**src/rtl/nru_pkg.sv**
```systemverilog
package nru_pkg;

    typedef enum logic {
        ST_IDLE,
        ST_SCAN
    } scan_state_e;

    typedef struct packed {
        logic referenced;
        logic dirty;
    } frame_flags_t;

    typedef struct packed {
        logic pick_now;
        logic give_up;
        logic pick_fallback;
    } scan_verdict_t;

    function automatic int unsigned ring_next(input int unsigned idx, input int unsigned n);
        return (idx + 1 >= n) ? 0 : idx + 1;
    endfunction

endpackage

```
**src/rtl/nru_flag_array.sv**
```systemverilog
module nru_flag_array
    import nru_pkg::*;
#(
    parameter int NUM_FRAMES = 8,
    parameter int IDX_W      = 3
) (
    input  logic                          clk,
    input  logic                          rst,
    input  logic                          ref_set,
    input  logic [IDX_W-1:0]              ref_set_idx,
    input  logic                          dirty_set,
    input  logic [IDX_W-1:0]              dirty_set_idx,
    input  logic                          ref_clr,
    input  logic [IDX_W-1:0]              ref_clr_idx,
    input  logic                          dirty_clr,
    input  logic [IDX_W-1:0]              dirty_clr_idx,
    output frame_flags_t [NUM_FRAMES-1:0] flags
);

    // One flag pair per frame; a set request always wins over a clear.
    for (genvar g = 0; g < NUM_FRAMES; g++) begin : g_frame
        localparam logic [IDX_W-1:0] MY_IDX = IDX_W'(g);

        always_ff @(posedge clk) begin
            if (rst) begin
                flags[g] <= '0;
            end else begin
                if (ref_set && ref_set_idx == MY_IDX) begin
                    flags[g].referenced <= 1'b1;
                end else if (ref_clr && ref_clr_idx == MY_IDX) begin
                    flags[g].referenced <= 1'b0;
                end

                if (dirty_set && dirty_set_idx == MY_IDX) begin
                    flags[g].dirty <= 1'b1;
                end else if (dirty_clr && dirty_clr_idx == MY_IDX) begin
                    flags[g].dirty <= 1'b0;
                end
            end
        end
    end

endmodule

```
**src/rtl/nru_scan_ctrl.sv**
```systemverilog
module nru_scan_ctrl
    import nru_pkg::*;
#(
    parameter int NUM_FRAMES = 8,
    parameter int IDX_W      = 3
) (
    input  logic                          clk,
    input  logic                          rst,
    input  frame_flags_t [NUM_FRAMES-1:0] flags,
    input  logic                          ref_valid,
    input  logic [IDX_W-1:0]              ref_index,
    input  logic                          wr_valid,
    input  logic [IDX_W-1:0]              wr_index,
    input  logic                          req_valid,
    input  logic                          clean_mode,
    output logic                          ref_clr,
    output logic [IDX_W-1:0]              ref_clr_idx,
    output logic                          dirty_clr,
    output logic [IDX_W-1:0]              dirty_clr_idx,
    output logic                          busy,
    output logic                          victim_valid,
    output logic [IDX_W-1:0]              victim_index
);

    localparam int SWEEP_EXAMS = 2 * NUM_FRAMES;
    localparam int CNT_W       = $clog2(SWEEP_EXAMS);
    localparam logic [CNT_W-1:0] CNT_LAST = CNT_W'(SWEEP_EXAMS - 1);

    scan_state_e        state_q;
    logic [IDX_W-1:0]   ptr_q;
    logic               clean_q;
    logic [CNT_W-1:0]   cnt_q;
    logic               fb_valid_q;
    logic [IDX_W-1:0]   fb_idx_q;
    logic               victim_valid_q;
    logic [IDX_W-1:0]   victim_index_q;

    logic               scanning;
    frame_flags_t       probe;
    scan_verdict_t      verdict;
    logic [IDX_W-1:0]   pick_idx;
    logic [IDX_W-1:0]   ptr_after_probe;
    logic [IDX_W-1:0]   ptr_after_pick;

    // Flags of the frame under the pointer, merged with same-cycle accesses.
    always_comb begin
        scanning         = (state_q == ST_SCAN);
        probe.referenced = flags[ptr_q].referenced | (ref_valid && ref_index == ptr_q);
        probe.dirty      = flags[ptr_q].dirty | (wr_valid && wr_index == ptr_q);

        verdict.pick_now      = scanning && !probe.referenced && (!clean_q || !probe.dirty);
        verdict.give_up       = scanning && clean_q && !verdict.pick_now && (cnt_q == CNT_LAST);
        verdict.pick_fallback = verdict.give_up && fb_valid_q;

        pick_idx        = verdict.pick_now ? ptr_q : fb_idx_q;
        ptr_after_probe = IDX_W'(ring_next(32'(ptr_q), NUM_FRAMES));
        ptr_after_pick  = IDX_W'(ring_next(32'(pick_idx), NUM_FRAMES));

        ref_clr       = scanning && !verdict.pick_now && flags[ptr_q].referenced;
        ref_clr_idx   = ptr_q;
        dirty_clr     = verdict.pick_now || verdict.pick_fallback;
        dirty_clr_idx = pick_idx;
    end

    always_ff @(posedge clk) begin
        if (rst) begin
            state_q        <= ST_IDLE;
            ptr_q          <= '0;
            clean_q        <= 1'b0;
            cnt_q          <= '0;
            fb_valid_q     <= 1'b0;
            fb_idx_q       <= '0;
            victim_valid_q <= 1'b0;
            victim_index_q <= '0;
        end else begin
            victim_valid_q <= 1'b0;
            case (state_q)
                ST_IDLE: begin
                    if (req_valid) begin
                        state_q    <= ST_SCAN;
                        clean_q    <= clean_mode;
                        cnt_q      <= '0;
                        fb_valid_q <= 1'b0;
                    end
                end
                ST_SCAN: begin
                    if (verdict.pick_now || verdict.pick_fallback) begin
                        victim_valid_q <= 1'b1;
                        victim_index_q <= pick_idx;
                        ptr_q          <= ptr_after_pick;
                        state_q        <= ST_IDLE;
                    end else begin
                        ptr_q <= ptr_after_probe;
                        cnt_q <= cnt_q + 1'b1;
                        if (clean_q && !probe.referenced && !fb_valid_q) begin
                            fb_valid_q <= 1'b1;
                            fb_idx_q   <= ptr_q;
                        end
                        if (verdict.give_up) begin
                            clean_q <= 1'b0;
                        end
                    end
                end
                default: state_q <= ST_IDLE;
            endcase
        end
    end

    assign busy         = scanning;
    assign victim_valid = victim_valid_q;
    assign victim_index = victim_index_q;

endmodule

```
**src/rtl/nru_victim_sel.sv**
```systemverilog
module nru_victim_sel
    import nru_pkg::*;
#(
    parameter  int NUM_FRAMES = 8,
    localparam int IDX_W      = $clog2(NUM_FRAMES)
) (
    input  logic             clk,
    input  logic             rst,
    input  logic             ref_valid,
    input  logic [IDX_W-1:0] ref_index,
    input  logic             wr_valid,
    input  logic [IDX_W-1:0] wr_index,
    input  logic             req_valid,
    input  logic             clean_mode,
    output logic             busy,
    output logic             victim_valid,
    output logic [IDX_W-1:0] victim_index
);

    frame_flags_t [NUM_FRAMES-1:0] flags;
    logic                          ref_clr;
    logic [IDX_W-1:0]              ref_clr_idx;
    logic                          dirty_clr;
    logic [IDX_W-1:0]              dirty_clr_idx;

    nru_flag_array #(
        .NUM_FRAMES(NUM_FRAMES),
        .IDX_W     (IDX_W)
    ) u_flags (
        .clk          (clk),
        .rst          (rst),
        .ref_set      (ref_valid),
        .ref_set_idx  (ref_index),
        .dirty_set    (wr_valid),
        .dirty_set_idx(wr_index),
        .ref_clr      (ref_clr),
        .ref_clr_idx  (ref_clr_idx),
        .dirty_clr    (dirty_clr),
        .dirty_clr_idx(dirty_clr_idx),
        .flags        (flags)
    );

    nru_scan_ctrl #(
        .NUM_FRAMES(NUM_FRAMES),
        .IDX_W     (IDX_W)
    ) u_scan (
        .clk          (clk),
        .rst          (rst),
        .flags        (flags),
        .ref_valid    (ref_valid),
        .ref_index    (ref_index),
        .wr_valid     (wr_valid),
        .wr_index     (wr_index),
        .req_valid    (req_valid),
        .clean_mode   (clean_mode),
        .ref_clr      (ref_clr),
        .ref_clr_idx  (ref_clr_idx),
        .dirty_clr    (dirty_clr),
        .dirty_clr_idx(dirty_clr_idx),
        .busy         (busy),
        .victim_valid (victim_valid),
        .victim_index (victim_index)
    );

endmodule

```
**config.mk**
```make
export PLATFORM = sky130hd
export DESIGN_NAME = nru_victim_sel
export DESIGN_NICKNAME = d
export VERILOG_FILES = /design/src/rtl/nru_pkg.sv /design/src/rtl/nru_flag_array.sv /design/src/rtl/nru_scan_ctrl.sv /design/src/rtl/nru_victim_sel.sv
export SDC_FILE = /design/constraint.sdc
export NUM_CORES = 1
export LEC_CHECK = 0
export BUFFER_PORTS_ARGS = -buffer_cell sky130_fd_sc_hd__buf_2
export CORE_ASPECT_RATIO = 0.9
export CORE_MARGIN = 1.5
export CORE_UTILIZATION = 59
export CTS_CLUSTER_DIAMETER = 200
export CTS_CLUSTER_SIZE = 16
export DETAILED_ROUTE_END_ITERATION = 10
export HOLD_SLACK_MARGIN = 0.08
export PLACE_DENSITY = 0.78
export SYNTH_ARGS = -nofsm -noshare
export SYNTH_HDL_FRONTEND = slang
export SYNTH_SLANG_ARGS = --single-unit
export TNS_END_PERCENT = 50
```
**constraint.sdc**
```tcl
create_clock -name clk -period 3.17 [get_ports clk]
set_input_delay 0.634 -clock clk [delete_from_list [all_inputs] [get_ports clk]]
set_output_delay 0.634 -clock clk [all_outputs]
set_load 0.02 [all_outputs]
```
==> flow_metrics.py <==
metrics = {
    "routing": {
        "ant_nets": 0,
        "drcViolationCount": 0,
        "wire_per_inst_um": 15.2,
        "drtPass1Iterations": 4,
        "num_vias": 1769,
        "drt_iter0_markers": 110,
        "finalWirelength_mm": 4.44,
        "viasPerCell": 6.06,
    },
    "synthesis": {
        "yosysTopAreaCellShare_pct": 32.6,
        "synth.avg_cell_area_um2": 8.58,
        "yosysTopAreaCell": "dfxtp_1",
        "syn-instance-count": 236,
        "ys_top_cells_by_area": "dfxtp_1 33%, ha_1 8.0%, a21oi_1 4.0%, mux2i_1 4.0%, nor2b_1 3.4%",
        "yosysWarningCount": 0,
        "synth_seq_cells": 33,
        "ys_async_sr_fraction_pct": 0,
        "yosys_most_used_dff": "dfxtp_1",
        "synth_cell_type_count": 49,
        "ys_seq_area_share_pct": 32.6,
        "netlist_area_um2": 2030,
        "synth_nets": 261,
        "synth_edf_count": 0,
    },
    "worst_setup_path": {
        "start_kind": "register",
        "arrival_ns": 2.98,
        "required_ns": 3.32,
        "worst-setup-path-type": "register to register",
        "crit_fanout": 9,
        "worstSetupEndpointType": "register",
    },
    "cells_and_area": {
        "design_area_um2": 2220,
        "syn2layout_area_growth_pct": 9.64,
        "multi_input_area_um2": 1250,
        "num_antenna_cells": 0,
        "fillers": 271,
        "drive_gt1_share_pct": 16.0,
        "most-common-layout-cells": "32 x dfxtp_1, 17 x nor2_1, 16 x nand2_1, 16 x a21oi_1, 16 x buf_2",
        "register_area_um2": 662,
        "stdcell_count": 292,
        "final_common_cell": "dfxtp_1",
        "final_util_pct": 70.2,
        "nNetsFinal": 275,
    },
    "global_route": {
        "grt_max_degree": 43,
        "antenna_found_initial": 0,
        "grt_pass1_wl_mm": 7.31,
        "grt_usage_pct": 25.6,
        "grt_pass1_vias": 1596,
        "gr-total-overflow": 0,
    },
    "cts": {
        "cts_buffers": 5,
        "cts.path.max_buffers": 2,
        "clkLatencyLatePin_ns": 0.29,
        "clkSinkCount": 33,
        "cts_setup_buffers": 0,
        "clkTransAtPathRegs_ns": 0.06,
        "cts_tree": "yes",
        "htreeDepth": 2,
        "root_buffer": "clkbuf_8",
    },
    "sta": {
        "fin_skew_ns": 0.00645,
        "worst_slew_pin_slew_ns": 0.677,
        "min_period_ns": 2.83,
        "fin_setup_tns_ns": 0,
        "hold_viol": 0,
        "slew_violations": 0,
        "setup_violations": 0,
        "fin_ws_ns": 0.343,
        "slew_headroom_pct": 54.8,
        "period_share_pct": 89.2,
        "rsz0062_at_grt": "false",
        "max_freq_mhz": 354,
    },
    "floorplanning": {
        "pin_count": 17,
        "die_h_um": 58.6,
        "die-area_um2": 3790,
        "core-area_um2": 3160,
        "die_w_um": 64.8,
        "start_util_pct": 64.1,
        "fp-row-count": 19,
    },
    "placement": {
        "place_area_um2": 2130,
        "place_ws_ns": 0.253,
        "port_buffers": 16,
        "gp_congestion": 0.839,
        "dp_cells": 285,
        "place_hpwl_mm": 3.22,
    },
    "job": {
        "drv_cap": 0,
    },
    "power_and_ir_drop": {
        "power.leakage_uw": 0.000882,
        "ir_drop_v": 0.000304,
        "power_density_nw_per_um2": 414,
    },
    "run_status": {
        "run_status": "complete, no violations",
    },
    "min_path": {
        "hold_path_class": "register to register",
    },
}
worst max-delay path: stages, from the launching register on:
cell and delay, ns:
dfxtp_2 0.47, mux2_2 0.37, o2bb2ai_1 0.22, o21ai_0 0.21, or3_1 0.50, a21o_1 0.26
ha_1 0.22, ha_1 0.28, nand3b_1 0.09, o22ai_1 0.07
logic make-up after synthesis:
group           Yosys count  share of synthesized area [%]
buf+inv                  26                           5.93
flops                    33                           32.6
xor+xnor                  7                           3.03
mux                      14                           8.40
simple gates             81                           20.8
compound gates           62                           21.2
fa+ha+maj                13                           8.03
cell type report:
class                   instances  share of cell area, %
well taps                      42                   2.37
inverters                      10                   1.69
clock buffers                   7                   3.89
repair buffers                 23                   5.97
flip-flops and latches         33                   29.8
multi-input cells             177                   56.3
routing by layer:
layer | GRT usage (%) | wire, um | vias to the layer above
met4 | 11.9 | 75 | 0
li1 | - | - | 890
met5 | 0 | 0 | -
met3 | 5.74 | 197 | 8
met1 | 34.9 | 2200 | 831
met2 | 38.7 | 1970 | 40
per-stage QoR:
step / power, uW / hold slack [ns]
after global routing: 962 / 0.507
after detailed placement: 610 / 0.470
after floorplan: 570 / 0.433
after global placement: 608 / 0.460
final: 919 / 0.474
after CTS: 925 / 0.482
path summary, 6_finish.rpt:
| check | from | endpoint | slack (ns) | cells after the start |
|---|---|---|---|---|
| worst min-delay path | u_flags.flags[1] | u_flags.flags[1] | 0.47 | 2 |
| worst min register to register | u_flags.flags[1] | u_flags.flags[1] | 0.47 | 2 |
| worst max register to register | u_scan.ref_clr_idx[0] | u_scan.ref_clr_idx[2] | 0.34 | 9 |
| worst max-delay path | u_scan.ref_clr_idx[0] | u_scan.ref_clr_idx[2] | 0.34 | 9 |
synthesized netlist by cell type (5+ instances only):
library cell	n
a21oi_1	16
a311oi_1	5
a31oi_1	6
clkbuf_1	10
dfxtp_1	33
ha_1	13
inv_1	9
mux2i_1	8
nand2_1	16
nand3_1	13
nand4_1	5
nor2_1	17
nor2b_1	11
o21ai_0	5
xnor2_1	7
flip-flops by register name, indices dropped and copies added, names as in the netlist:
signal	flops
u_scan.ref_clr_idx	3
u_scan.busy	1
u_flags.flags	16
u_scan.clean_q	1
u_scan.fb_idx_q	3
u_scan.victim_valid	1
u_scan.cnt_q	4
u_scan.fb_valid_q	1
u_scan.victim_index	3
power by group:
part / internal, uW / leakage [uW] / switching (uW)
clock network: 172 / 0.0000443 / 144
logic: 64.4 / 0.000569 / 91.5
registers: 433 / 0.000269 / 15.2
what timing repair did:
action,CTS,global route
resized for setup,0,1
hold buffers,0,0
setup endpoints to repair,0,3
Note: power is estimated with default switching activity, not from simulation.
